### config.mk
export PLATFORM = sky130hd
export DESIGN_NAME = skew_strobe_seq
export DESIGN_NICKNAME = d
export VERILOG_FILES = /design/src/rtl/skew_strobe_pkg.sv /design/src/rtl/skew_phase_ctr.sv /design/src/rtl/skew_seq_ctr.sv /design/src/rtl/skew_timing_gen.sv /design/src/rtl/skew_strobe_seq.sv
export SDC_FILE = /design/constraint.sdc
export NUM_CORES = 1
export LEC_CHECK = 0
export BUFFER_PORTS_ARGS = -buffer_cell sky130_fd_sc_hd__buf_4
export CORE_UTILIZATION = 50
export DETAILED_ROUTE_END_ITERATION = 7
export GPL_TIMING_DRIVEN = 0
export PLACE_DENSITY = 0.83
export SETUP_SLACK_MARGIN = 0.15
export SLEW_MARGIN = 25
export SYNTH_ARGS = -nofsm -noshare
export SYNTH_HDL_FRONTEND = slang
export SYNTH_SLANG_ARGS = --single-unit
### constraint.sdc
create_clock -name clk -period 2.6 [get_ports clk]
set_input_delay 0.39 -clock clk [delete_from_list [all_inputs] [get_ports clk]]
set_output_delay 0.39 -clock clk [all_outputs]
set_load 0.1 [all_outputs]
### src/rtl/skew_strobe_pkg.sv
// Package: shared helpers for the skewed-strobe sequencer.
// Assumes callers pass plain integer values and cast the result to their own width.
package skew_strobe_pkg;

    // Limit a value to the range lo..hi.
    function automatic int clamp_range(int val, int lo, int hi);
        if (val < lo) return lo;
        if (val > hi) return hi;
        return val;
    endfunction

endpackage

### src/rtl/skew_phase_ctr.sv
// Module: fast-cycle phase counter inside one slow period.
// Counts 0..n_eff-1 while a run is active and flags the final phase.
// Assumes n_eff is between 1 and N_MAX and is held stable during a run.
module skew_phase_ctr #(
    parameter int N_MAX = 16,
    localparam int NEW = $clog2(N_MAX + 1),
    localparam int PW  = $clog2(N_MAX)
) (
    input  logic           clk,
    input  logic           rst_n,
    input  logic           start,
    input  logic           run,
    input  logic [NEW-1:0] n_eff,
    output logic [PW-1:0]  phase,
    output logic           last
);

    // Final phase of the current slow period.
    always_comb begin
        last = run && (NEW'(phase) == n_eff - NEW'(1));
    end

    // Advance the phase and return to zero at the vector edge.
    always_ff @(posedge clk) begin
        if (!rst_n) begin
            phase <= '0;
        end else if (start) begin
            phase <= '0;
        end else if (run) begin
            if (last) phase <= '0;
            else      phase <= phase + PW'(1);
        end
    end

    a_r4_phase_bound: assert property (@(posedge clk) disable iff (!rst_n)
        run |-> (NEW'(phase) < n_eff));

endmodule

### src/rtl/skew_seq_ctr.sv
// Module: vector and pass counters, plus the run and done state.
// The indices move only when the phase counter wraps, or on start.
// Assumes v_eff >= 1 and n_eff >= 1.
module skew_seq_ctr #(
    parameter int N_MAX = 16,
    parameter int VW    = 8,
    localparam int NEW = $clog2(N_MAX + 1),
    localparam int PW  = $clog2(N_MAX)
) (
    input  logic           clk,
    input  logic           rst_n,
    input  logic           start,
    input  logic           last,
    input  logic [NEW-1:0] n_eff,
    input  logic [VW-1:0]  v_eff,
    output logic [VW-1:0]  vec,
    output logic [PW-1:0]  pass,
    output logic           run,
    output logic           done
);

    logic last_vec;
    logic last_pass;

    // Detect the end of the vector set and the end of the final pass.
    always_comb begin
        last_vec  = (vec == v_eff - VW'(1));
        last_pass = (NEW'(pass) == n_eff - NEW'(1));
    end

    // Step the vector index, then the pass index, then finish the run.
    always_ff @(posedge clk) begin
        if (!rst_n) begin
            vec  <= '0;
            pass <= '0;
            run  <= 1'b0;
            done <= 1'b0;
        end else if (start) begin
            vec  <= '0;
            pass <= '0;
            run  <= 1'b1;
            done <= 1'b0;
        end else if (last) begin
            if (!last_vec) begin
                vec <= vec + VW'(1);
            end else if (!last_pass) begin
                vec  <= '0;
                pass <= pass + PW'(1);
            end else begin
                run  <= 1'b0;
                done <= 1'b1;
            end
        end
    end

    a_r8_done_sticky: assert property (@(posedge clk) disable iff (!rst_n)
        (done && !start) |=> done);

    a_r7_pass_bound: assert property (@(posedge clk) disable iff (!rst_n)
        run |-> (NEW'(pass) < n_eff));

    a_r3_idle_exclusive: assert property (@(posedge clk) disable iff (!rst_n)
        done |-> !run);

endmodule

### src/rtl/skew_timing_gen.sv
// Module: decodes the phase into the slow clock, the flip-flop enable and the strobe.
// Purely combinational, driven from registered state.
// Assumes phase < n_eff and pass < n_eff.
module skew_timing_gen #(
    parameter int N_MAX = 16,
    localparam int NEW = $clog2(N_MAX + 1),
    localparam int PW  = $clog2(N_MAX)
) (
    input  logic           clk,
    input  logic           rst_n,
    input  logic           run,
    input  logic [NEW-1:0] n_eff,
    input  logic [PW-1:0]  phase,
    input  logic [PW-1:0]  pass,
    output logic           slow_clk,
    output logic           ff_en,
    output logic           strobe
);

    logic [NEW:0] half;

    // High for the first ceil(N/2) phases; the strobe sits at phase == pass.
    always_comb begin
        half     = ({1'b0, n_eff} + (NEW+1)'(1)) >> 1;
        slow_clk = run && ((NEW+1)'(phase) < half);
        ff_en    = run;
        strobe   = run && (phase == pass);
    end

    a_r5_strobe_single: assert property (@(posedge clk) disable iff (!rst_n)
        (strobe && (n_eff > NEW'(1))) |=> !strobe);

endmodule

### src/rtl/skew_strobe_seq.sv
// Module: top of the skewed-strobe delay test sequencer.
// Latches the factor and the vector count on start, then steps through
// N passes of V vectors, each pass moving the strobe one rated period later.
// Assumes start is a single-cycle pulse in the clk domain.
module skew_strobe_seq #(
    parameter int N_MAX = 16,
    parameter int NIW   = 5,
    parameter int VW    = 8,
    localparam int NEW = $clog2(N_MAX + 1),
    localparam int PW  = $clog2(N_MAX)
) (
    input  logic           clk,
    input  logic           rst_n,
    input  logic           start,
    input  logic [NIW-1:0] n_factor,
    input  logic [VW-1:0]  vec_count,
    output logic           slow_clk,
    output logic           ff_en,
    output logic           strobe,
    output logic [VW-1:0]  vec_idx,
    output logic [PW-1:0]  pass_idx,
    output logic           done
);
    import skew_strobe_pkg::*;

    logic [NEW-1:0] n_eff;
    logic [VW-1:0]  v_eff;
    logic [PW-1:0]  phase;
    logic           last;
    logic           run;

    // Capture the clamped settings at the start of each run.
    always_ff @(posedge clk) begin
        if (!rst_n) begin
            n_eff <= NEW'(1);
            v_eff <= VW'(1);
        end else if (start) begin
            n_eff <= NEW'(clamp_range(int'(n_factor), 1, N_MAX));
            v_eff <= (vec_count == '0) ? VW'(1) : vec_count;
        end
    end

    skew_phase_ctr #(.N_MAX(N_MAX)) i_phase (
        .clk(clk), .rst_n(rst_n), .start(start), .run(run),
        .n_eff(n_eff), .phase(phase), .last(last)
    );

    skew_seq_ctr #(.N_MAX(N_MAX), .VW(VW)) i_seq (
        .clk(clk), .rst_n(rst_n), .start(start), .last(last),
        .n_eff(n_eff), .v_eff(v_eff), .vec(vec_idx), .pass(pass_idx),
        .run(run), .done(done)
    );

    skew_timing_gen #(.N_MAX(N_MAX)) i_timing (
        .clk(clk), .rst_n(rst_n), .run(run), .n_eff(n_eff), .phase(phase),
        .pass(pass_idx), .slow_clk(slow_clk), .ff_en(ff_en), .strobe(strobe)
    );

    a_r6_idx_hold: assert property (@(posedge clk) disable iff (!rst_n)
        (!start && !last) |=> ($stable(vec_idx) && $stable(pass_idx)));

    a_r6_idx_at_apply: assert property (@(posedge clk) disable iff (!rst_n)
        (run && !start && !(vec_idx == $past(vec_idx))) |-> (phase == '0));

endmodule

==> impl_metrics.toml <==
[status]
run_status = "complete, no violations"

[yosys]
synth_most_common_cell = "dfxtp_1"
yosysUniqueCellTypes = 49
synth_area_leader_cell = "dfxtp_1"
syn-cell-area_um2 = 1940
synth_top_area_share = 0.320
syn_inst = 226
avgSynthCellArea_um2 = 8.59
netlist_top_cells_area = "dfxtp_1, ha_1, xor2_1, mux2i_1, xnor2_1"
seq_area_frac_synth = 0.320
ys_seq_elements = 31
synth_nets = 251
yosys_warnings = 0
synth_ff_type = "dfxtp_1"
synth_edf_count = 0
synth_top_cells_by_count = "dfxtp_1, a21oi_1, inv_1, nand2_1, xor2_1"
ys_async_sr_fraction = 0

[drt]
wl_per_cell_um = 14.5
drt-total-wl_um = 4700
drt_iter0_drc = 166
first_pass_iters = 4
drc = 0
num_vias = 1828
viasPerCell = 5.64
ant_nets = 0

[power]
power.density_nw_per_um2 = 461
ir_drop_mv = 0.300
p_leak_nw = 1.03

[cells_and_area]
seqCellArea_um2 = 656
drive_above_1_share = 0.315
syn_to_final_growth_pct = 30.3
fin_nets = 300
multiInputGateArea_um2 = 1310
num_antenna_cells = 0
final_util = 0.686
fillers = 302

[grt]
groute.usage.overall = 0.238
grt_overflow = 0
first_global_vias = 1658
antenna_found_initial = 0
grt_max_degree = 11
grt_pass1_wl_um = 7490

[place]
portBuffers = 31
globalplace.congestion = 0.812
post-place-ws_ns = -0.0696
dp_hpwl_um = 3190

[clock_tree]
clkLatencyLatePin_ns = 0.30
h-tree-depth = 2
cts-buffers-inserted = 5
clk_pin_slew_ns = 0.07
cts-root-buf = "clkbuf_8"
tritoncts = "built"
clock-sinks = 31
clock_path_buffers = 2

[setup_path]
crit_type = "register to register"
cp-start-kind = "register"
crit_path_end_kind = "register"
path_max_fanout = 5
arrival_ns = 2.71
required_ns = 2.83
regToRegSetupSlack_ns = 0.12

[die]
coreArea_um2 = 3690
io_pins = 32
initial_utilization = 0.526
die_area_um2 = 4140
placementRows = 22
die_y_um = 64.3
die_x_um = 64.3

[timing]
setup_viol = 0
drv_slew = 0
fmax_mhz = 404
setup_tns_ns = 0
finClkSkew_ns = 0.00726
rsz0062_at_grt = "true"
period_needed_ns = 2.48
hold_violations = 0
worst_slew_pin_slew_ns = 0.645
fin_crit_sh = 0.952
slew_headroom = 0.570
setup_slack_ns = 0.124

[worst_hold_path]
hold_class = "input port to register"

[run]
maxCapViolations = 0
cell usage in the layout, fill, tap and decap left out, types with 6 or more instances in the layout:
master | Yosys | final
dfxtp_2 | 0 | 13
ha_1 | 9 | 8
nand2b_1 | 6 | 6
nand3_1 | 11 | 10
a21oi_1 | 12 | 10
xor2_1 | 12 | 12
nor3_1 | 6 | 6
nand2_1 | 12 | 12
inv_1 | 12 | 11
clkbuf_1 | 9 | 8
buf_4 | 0 | 41
o21ai_0 | 10 | 9
nor2b_1 | 11 | 11
xnor2_1 | 10 | 9
clkbuf_8 | 0 | 6
nor2_1 | 11 | 11
mux2i_1 | 9 | 9
dfxtp_1 | 31 | 13
power breakdown:
part	leakage, nW	switching (mW)	internal [mW]
registers	0.261	0.0180	0.486
logic	0.721	0.143	0.117
clock network	0.0482	0.188	0.213
total	1.03	0.349	0.816
cell type report:
class / count / area share
flip-flops and latches: 31 / 0.259
inverters: 12 / 0.0178
clock buffers: 7 / 0.0341
repair buffers: 42 / 0.130
clock inverters: 1 / 0.00198
well taps: 48 / 0.0237
plain buffers: 9 / 0.0143
multi-input cells: 174 / 0.519
worst paths after layout:
kind,start,end,depth (start not counted)
worst max-delay path,v_eff[1],i_seq.vec[6],7
worst min-delay path,vec_count[0],v_eff[0],3
worst max register to register,v_eff[1],i_seq.vec[6],7
worst min register to register,i_seq.done,i_seq.done,2
critical path: stages (launching register included):
cell	delay [ns]
dfxtp_2	0.33
or4_4	0.56
o221a_1	0.27
a311oi_2	0.20
a21oi_2	0.13
a31o_4	0.27
or4_4	0.52
a21oi_2	0.14
cells by family (layout without fill, tap and decap cells):
kind of cell	Yosys count	count (layout)	share of synthesized area
muxes	9	9	0.0464
buffers and inverters	21	71	0.0406
xor gates and xnor gates	24	24	0.122
DFF	31	31	0.320
AOI/OAI and AO/OA	44	44	0.155
adders and majority gates	9	9	0.0580
and+or+nand+nor	88	88	0.258
sequential cells by signal, summed over array words and instances (netlist names):
name,cells
i_seq.run,1
v_eff,8
i_seq.vec,8
i_seq.done,1
n_eff,5
i_phase.phase,4
i_seq.pass,4
repair_timing:
| item | in CTS | in global routing |
|---|---|---|
| hold buffers | 0 | 0 |
| endpoints found under the setup margin | 8 | 6 |
| resized for setup | 12 | 13 |
| pin swaps | 4 | 5 |
| buffers inserted | 8 | 3 |
layer usage:
layer  global-route usage  routed length [µm]  vias up
li1                     -                   -      909
met4                0.128                  92        0
met5                    0                   0        -
met1                0.297                2110      867
met2                0.371                2300       44
met3               0.0643                 197        8
metrics by stage:
stage          instance area [µm²]  total power [mW]  hold slack, ns  std cells
3_3_place_gp                  2280             0.722           0.437        305
6_report                      2530              1.17           0.359        324
2_1_floorplan                 1990             0.670           0.504        226
3_5_place_dp                  2280             0.727           0.446        305
5_1_grt                       2530              1.21           0.382        324
4_1_cts                       2460              1.15           0.347        321
Note: power is estimated with default switching activity, not from simulation.
